==> src/rtl/pbo_pkg.sv <==
package pbo_pkg;
  // one bit per external override source
  typedef struct packed {
    logic thermal;
    logic mgmt;
    logic bus;
  } ovr_src_t;
  localparam int unsigned NUM_EXT_SRC = $bits(ovr_src_t);
endpackage

==> src/rtl/pbo_sync.sv <==
module pbo_sync #(
  parameter int unsigned STAGES = 2
) (
  input  logic clk,
  input  logic rst,
  input  logic din_n,
  output logic low_o
);
  logic [STAGES-1:0] sr;

  generate
    if (STAGES == 1) begin : g_one
      always_ff @(posedge clk) begin
        if (rst) sr <= '0;
        else     sr <= ~din_n;
      end
    end else begin : g_many
      always_ff @(posedge clk) begin
        if (rst) sr <= '0;
        else     sr <= {sr[STAGES-2:0], ~din_n};
      end
    end
  endgenerate

  assign low_o = sr[STAGES-1];
endmodule

==> src/rtl/pbo_edge.sv <==
module pbo_edge #(
  parameter int unsigned W = 1
) (
  input  logic         clk,
  input  logic         rst,
  input  logic [W-1:0] lvl,
  output logic [W-1:0] rise
);
  logic [W-1:0] prev;

  always_ff @(posedge clk) begin
    if (rst) prev <= '0;
    else     prev <= lvl;
  end

  assign rise = lvl & ~prev;
endmodule

==> src/rtl/pbo_hold_timer.sv <==
module pbo_hold_timer #(
  parameter int unsigned HOLD_TICKS = 4000
) (
  input  logic clk,
  input  logic rst,
  input  logic tick,
  input  logic held,
  output logic fire
);
  localparam int unsigned CW = $clog2(HOLD_TICKS + 1);
  localparam logic [CW-1:0] LAST = CW'(HOLD_TICKS - 1);

  logic [CW-1:0] cnt;
  logic          done;

  always_ff @(posedge clk) begin
    if (rst || !held) begin
      cnt  <= '0;
      done <= 1'b0;
      fire <= 1'b0;
    end else begin
      fire <= 1'b0;
      if (tick && !done) begin
        if (cnt == LAST) begin
          fire <= 1'b1;
          done <= 1'b1;
        end else begin
          cnt <= cnt + 1'b1;
        end
      end
    end
  end

  // one hold gives a single fire pulse
  p_fire_single_r3: assert property (@(posedge clk) disable iff (rst)
    fire |=> !fire);
  // a fire only follows a cycle where the button was held
  p_fire_needs_hold_r9: assert property (@(posedge clk) disable iff (rst)
    fire |-> $past(held));
endmodule

==> src/rtl/pwrbtn_override_ctrl.sv <==
module pwrbtn_override_ctrl #(
  parameter int unsigned HOLD_TICKS  = 4000,
  parameter int unsigned SYNC_STAGES = 2
) (
  input  logic clk,
  input  logic rst_hard,
  input  logic rst_rsm,
  input  logic btn_n,
  input  logic tick,
  input  logic w1c_press,
  input  logic w1c_ovr,
  input  logic ovr_bus_msg,
  input  logic ovr_mgmt,
  input  logic thermal_trip,
  output logic press_sts,
  output logic ovr_sts,
  output logic s5_req,
  output logic afterloss_set,
  output logic wake_btn_only
);
  import pbo_pkg::*;

  logic     rst_any;
  logic     btn_low;
  logic     btn_fall;
  logic     hold_fire;
  ovr_src_t ext_lvl;
  ovr_src_t ext_rise;
  logic     ovr_evt;

  logic press_q;
  logic ovr_q = 1'b0;   // no reset: kept across power loss
  logic s5_q, afl_q, wk_q;

  assign rst_any = rst_hard | rst_rsm;
  assign ext_lvl = '{thermal: thermal_trip, mgmt: ovr_mgmt, bus: ovr_bus_msg};

  pbo_sync #(.STAGES(SYNC_STAGES)) u_sync (
    .clk(clk), .rst(rst_any), .din_n(btn_n), .low_o(btn_low)
  );

  pbo_edge #(.W(1)) u_btn_edge (
    .clk(clk), .rst(rst_any), .lvl(btn_low), .rise(btn_fall)
  );

  pbo_edge #(.W(NUM_EXT_SRC)) u_ext_edge (
    .clk(clk), .rst(rst_any), .lvl(ext_lvl), .rise(ext_rise)
  );

  pbo_hold_timer #(.HOLD_TICKS(HOLD_TICKS)) u_timer (
    .clk(clk), .rst(rst_any), .tick(tick), .held(btn_low), .fire(hold_fire)
  );

  assign ovr_evt = hold_fire | (|ext_rise);

  // press status: resume reset only; hold override beats a new edge beats clear
  always_ff @(posedge clk) begin
    if (rst_rsm)        press_q <= 1'b0;
    else if (hold_fire) press_q <= 1'b0;
    else if (btn_fall)  press_q <= 1'b1;
    else if (w1c_press) press_q <= 1'b0;
  end

  // override status: no reset input affects it
  always_ff @(posedge clk) begin
    if (ovr_evt)      ovr_q <= 1'b1;
    else if (w1c_ovr) ovr_q <= 1'b0;
  end

  always_ff @(posedge clk) begin
    if (rst_any) begin
      s5_q  <= 1'b0;
      afl_q <= 1'b0;
      wk_q  <= 1'b0;
    end else begin
      s5_q  <= ovr_evt;
      afl_q <= ovr_evt;
      wk_q  <= ovr_evt;
    end
  end

  assign press_sts     = press_q;
  assign ovr_sts       = ovr_q;
  assign s5_req        = s5_q;
  assign afterloss_set = afl_q;
  assign wake_btn_only = wk_q;

  // a synchronised press edge lands in the status bit
  p_press_edge_r1: assert property (@(posedge clk) disable iff (rst_any)
    (btn_fall && !hold_fire) |=> press_sts);
  // a completed hold leaves the press status clear
  p_hold_clears_press_r2: assert property (@(posedge clk) disable iff (rst_any)
    hold_fire |=> (!press_sts && ovr_sts));
  // every soft-off request comes with the override status
  p_s5_has_status_r3: assert property (@(posedge clk) disable iff (rst_any)
    s5_req |-> ovr_sts);
  // without a clear strobe the override status stays set
  p_ovr_sticky_r5: assert property (@(posedge clk) disable iff (rst_rsm)
    (ovr_sts && !w1c_ovr) |=> ovr_sts);
endmodule

==> config.mk <==
export PLATFORM = sky130hd
export DESIGN_NAME = pwrbtn_override_ctrl
export DESIGN_NICKNAME = d
export VERILOG_FILES = /design/src/rtl/pbo_pkg.sv /design/src/rtl/pbo_sync.sv /design/src/rtl/pbo_edge.sv /design/src/rtl/pbo_hold_timer.sv /design/src/rtl/pwrbtn_override_ctrl.sv
export SDC_FILE = /design/constraint.sdc
export NUM_CORES = 1
export LEC_CHECK = 0
export BUFFER_PORTS_ARGS = -buffer_cell sky130_fd_sc_hd__clkbuf_2
export CAP_MARGIN = 5
export CORE_AREA = 2 2 49 51
export DETAILED_ROUTE_END_ITERATION = 8
export DIE_AREA = 0 0 51 53
export GPL_TIMING_DRIVEN = 0
export PLACE_DENSITY = 0.78
export SLEW_MARGIN = 40
export SYNTH_ARGS = -nofsm -noshare
export SYNTH_HDL_FRONTEND = slang
export SYNTH_SLANG_ARGS = --single-unit
export TNS_END_PERCENT = 20
==> constraint.sdc <==
create_clock -name clk -period 1.4 [get_ports clk]
set_input_delay 0.28 -clock clk [delete_from_list [all_inputs] [get_ports clk]]
set_output_delay 0.28 -clock clk [all_outputs]
set_load 0.02 [all_outputs]
# [Word-level counts from Yosys, hierarchy flattened]
# Cells that the tools add are included.
[totals] regBits=23 in_bits=10 output_inout_bits=5 word_cells=33
[op_classes] addsub=1 n_eq_ne=1 mux=3 n_bitwise=9 n_reduce_logical=10
[ops] operator="12-bit by 1-bit adder with 12-bit output, second input constant" count=1
[ops] operator="12-bit equality test, second input constant" count=1
[ops] operator="1-bit NOT" count=4
[ops] operator="2-bit AND reduction" count=2
[ops] operator="2-bit OR reduction" count=2
[ops] operator="3-bit AND" count=1
[ops] operator="1-bit two-way mux" count=3
[ops] operator="3-bit NOT" count=1
[ops] operator="3-bit OR reduction" count=1
[ops] operator="1-bit zero test" count=2
[ops] operator="1-bit OR" count=2
[ops] operator="2-bit nonzero test" count=1
[ops] operator="1-bit AND" count=1
[ops] operator="1-bit logical AND" count=1
[ops] operator="1-bit logical OR" count=1

# [Longest topological paths before layout]
[depth] ltp_word=4 ltp_mapped=6 depth_no_buf=5

# [Cells and area by module]
# Synthesis repeated with hierarchy kept, for this count alone.
[hier_totals] cells_unflattened=108 hier_area_um2=1013.5
[by_module_without_submodules] module="pbo_hold_timer" n_inst=1 cells_per_inst=79 area_per_inst_um2=686.9 seq_area_each_um2=280.3
[by_module_without_submodules] module="pwrbtn_override_ctrl" n_inst=1 cells_per_inst=13 area_per_inst_um2=123.9 seq_area_each_um2=60.1
[by_module_without_submodules] module="pbo_edge (u_ext_edge)" n_inst=1 cells_per_inst=9 area_per_inst_um2=105.1 seq_area_each_um2=60.1
[by_module_without_submodules] module="pbo_sync" n_inst=1 cells_per_inst=4 area_per_inst_um2=50.0 seq_area_each_um2=40.0
[by_module_without_submodules] module="pbo_edge (u_btn_edge)" n_inst=1 cells_per_inst=3 area_per_inst_um2=47.5 seq_area_each_um2=20.0

# [Worst setup path before layout]
# Ideal clock, no wire load.
[synth_timing] path_kind="register -> register" from="register u_timer.cnt[0]" to="register u_timer.cnt[10]" setup_time_ns=0.070 t_arrival_ns=1.355 required_time_ns=1.330 setup_slack_ns=-0.025 stages_incl_launch_ff=5 path_buffers=0 period_less_slack_ns=1.425 path_cell_list="dfxtp_1 -> ha_1 -> nand4_2 -> or4_1 -> a21oi_1"
[synth_via] elab_chain_len=3 word_cells_on_any_way=4 cone_classes="1 x add/sub; 1 x eq/ne; 1 x bitwise; 1 x reduce/logical"
[synth_lines] element="start: declaration" line_no="pbo_hold_timer.sv:13" text="logic [CW-1:0] cnt;"
[synth_lines] element="start signal: assignment" line_no="pbo_hold_timer.sv:28" text="cnt <= cnt + 1'b1;"
[synth_lines] element="parallel branches: the longest is 3 deep, another holds 12-bit by 1-bit adder with 12-bit output"
# Parallel ways; which one is timed is not known.
# A chain may end at the register's enable or synchronous reset.

# [Worst setup path after layout]
# Ends and elaborated chain as after synthesis.

==> results.md <==
* Status: completed
* Drt wl/cell at approximately 13 um
* Worst-Margin Slew at 0.601 ns
* PwrDens at 837 nW/um^2
* Dpl hpwl at 1390 um
* Most common library cells after synthesis: dfxtp_1, nand2_1, inv_1
* Worst setup path class: flop to flop
* Synth Warn # at 0
* Mapped cell area at between 1000 and 1500 sq um
* CTS Root Cell: clkbuf_4
* Data arrival, critical path at 1.61 ns
* Worst path bufs/invs at 0
* I/O pins at 15
* Post-Synthesis Cells at 107
* CP max stage delay at roughly 0.5 ns
* Crit. End Element: flop
* Ys flop type: dfxtp_1
* Placed cell count at around 150
* DRT iter0 DRCs at 24
* Pins Over Slew Limit at 0
* Final setup violation count at 0
* Gpl congestion at 0.802
* Critical path's slowest cell: or4_4
* Final Cell Area at 1220 sq um
* Total number of vias at 867
* Share of layout cells above drive strength 1 at 31.5%
* Total CTS buffers at 3
* Clock slew at reported path FFs at 0.12 ns
* # nets final at roughly 140
* Total grt overflow at 0
* Row Count at 17
* Hold Slack at 0.115 ns
* Yosys cell types at 38
* Core area at roughly 2100 sq um
* Worst Path Required at 1.65 ns
* Min Tclk post-route at around 1.4 ns
* Syn_nets at between 100 and 150
* Vias in the first global route at 764
* Final core utilization at 57.0%
* Count of flip-flops with a built-in enable after synthesis at 0
* Top cells by area, synth: dfxtp_1, mux2i_1, nand2b_1
* Critical path launch point type: flop
* Detail Route Antenna Nets at 0
* Top cell family by delay on the critical path: simple AND/OR/NAND/NOR gates
* Total Routed Length at 2030 um
* Pin count of the biggest net entering global routing at 14
* H-tree Lvls at 1
* Register area share after synthesis at 45.3%
* Max cap viols at 0
* CTS tree: done
* Global-route wire length before repair at 3050 um
* Relative slew slack at 58.9%
* Cell taking the most area after synthesis: dfxtp_1
* Top-count cell post-synth: dfxtp_1
* Flops & latches, synth at 23
* Post-place setup slack at -0.129 ns
* Via density at 5.59
* Initial Utilization at roughly 47%
* Worst hold path type: input pin to flop
* Worst-case clock buffer depth at 2
* LEAKAGE at 0.000504 uW
* Die height at 53 um
* Placed inst area at 1130 sq um
* Worst Path Max Fanout at 6
* Clock Skew at 0.0101 ns
* VDD IR max at 457 uV
* Die Wd at 51 um
* Residual DRC at 0
* F_max at 0.737 GHz
* # diodes at 0
* Fin crit share at a little over nine tenths
* Hold Fails Final Rpt at 0
* Worst-path cell chain: ha_4 -> nand4_4 -> or4_4 -> a21oi_2
* Clock sinks at 23
* Post-synthesis async set-or-reset flop share at 0%
* Clk_lat worst skew at between 0.3 and 0.4 ns
* GRT Total Usage at between 10% and 20%
* Non-Filler Instances at 155
* Avg Cell Area, Syn at 9.50 sq um
* Initial antenna violation count at 0
* Final setup margin at 0.0426 ns
* Share of the synthesized area in the top cell type at approximately 45%
* Area growth syn-to-layout at 20.6%
* Drt first pass iters at 4
* Die area at 2700 sq um
* Number of port buffers at 14
## power by group
group	internal [uW]	switching [uW]
clock	107	196
sequential	661	3.64
combinational	26.8	31.0
## worst paths after layout
kind	start	endpoint	slack (ns)	cells after the start
setup / recovery	u_timer.cnt[0]$_SDFFE_PP0P_	u_timer.cnt[10]$_SDFFE_PP0P_	0.04	4
hold / removal	btn_n	u_sync.sr[0]$_SDFF_PP0_	0.12	2
setup reg to reg	u_timer.cnt[0]$_SDFFE_PP0P_	u_timer.cnt[10]$_SDFFE_PP0P_	0.04	4
hold reg to reg	u_sync.sr[0]$_SDFF_PP0_	u_sync.sr[1]$_SDFF_PP0_	0.43	1
## layer usage
| metal | vias up | track usage [%] | part of all wire (%) |
|---|---|---|---|
| met5 | - | 0 | 0 |
| met4 | 0 | 11.3 | 2.3 |
| met3 | 5 | 2.26 | 4.5 |
| met2 | 27 | 25.8 | 48 |
| met1 | 397 | 17.1 | 45 |
| li1 | 438 | - | - |
## per-stage QoR
| step | TNS (ns) | total power (uW) |
|---|---|---|
| global placement | -0.199 | 736 |
| detailed placement | -0.556 | 737 |
| finish | 0 | 1030 |
| global route | -0.0115 | 1060 |
| floorplan | 0 | 711 |
| CTS | 0 | 1030 |
## flip-flops by register name, indices dropped and copies added (netlist names)
name             count
press_sts            1
u_btn_edge.prev      1
ovr_sts              1
wake_btn_only        1
u_timer.cnt         12
u_timer.fire         1
u_sync.sr            2
u_timer.done         1
u_ext_edge.prev      3
## kinds of logic (layout without fill, tap and decap cells)
group | count (synthesis) | after routing | share of synthesized area (%)
mux | 5 | 5 | 4.93
buf+inv | 10 | 30 | 5.54
flops | 23 | 23 | 45.3
fa+ha+maj | 1 | 1 | 1.23
simple gates | 47 | 47 | 29.4
compound gates | 21 | 21 | 13.5
## layout by cell type (no fill, tap or decap), types with 2 or more instances in the layout
master / n
or4_1: 2
nor2b_1: 2
buf_4: 5
a21oi_1: 4
nor4_1: 2
clkbuf_2: 14
nor3_1: 4
and3_2: 2
nand3_1: 2
dfxtp_2: 3
and2_1: 4
mux2i_1: 5
dfxtp_1: 19
nor2_1: 2
a31oi_1: 2
nand2_1: 8
nand2b_1: 5
clkbuf_4: 3
inv_1: 6
o31ai_1: 3
a211oi_1: 2
o21ai_0: 3
## what timing repair did
action,in CTS,in global routing
pin swaps,3,1
resized for setup,6,5
hold buffers,0,0
endpoints found under the setup margin,3,12
setup buffers,2,0
## cell type report
class | count | area (sq um)
inverter | 6 | 22.5
timing repair buffer | 16 | 85.1
sequential | 23 | 468
tap | 28 | 35.0
clock buffer | 3 | 22.5
clock inverter | 1 | 5.00
buffer | 4 | 33.8
multi-input combinational | 74 | 553
fill | 175 | 923
(Power assumes the default switching activity.)
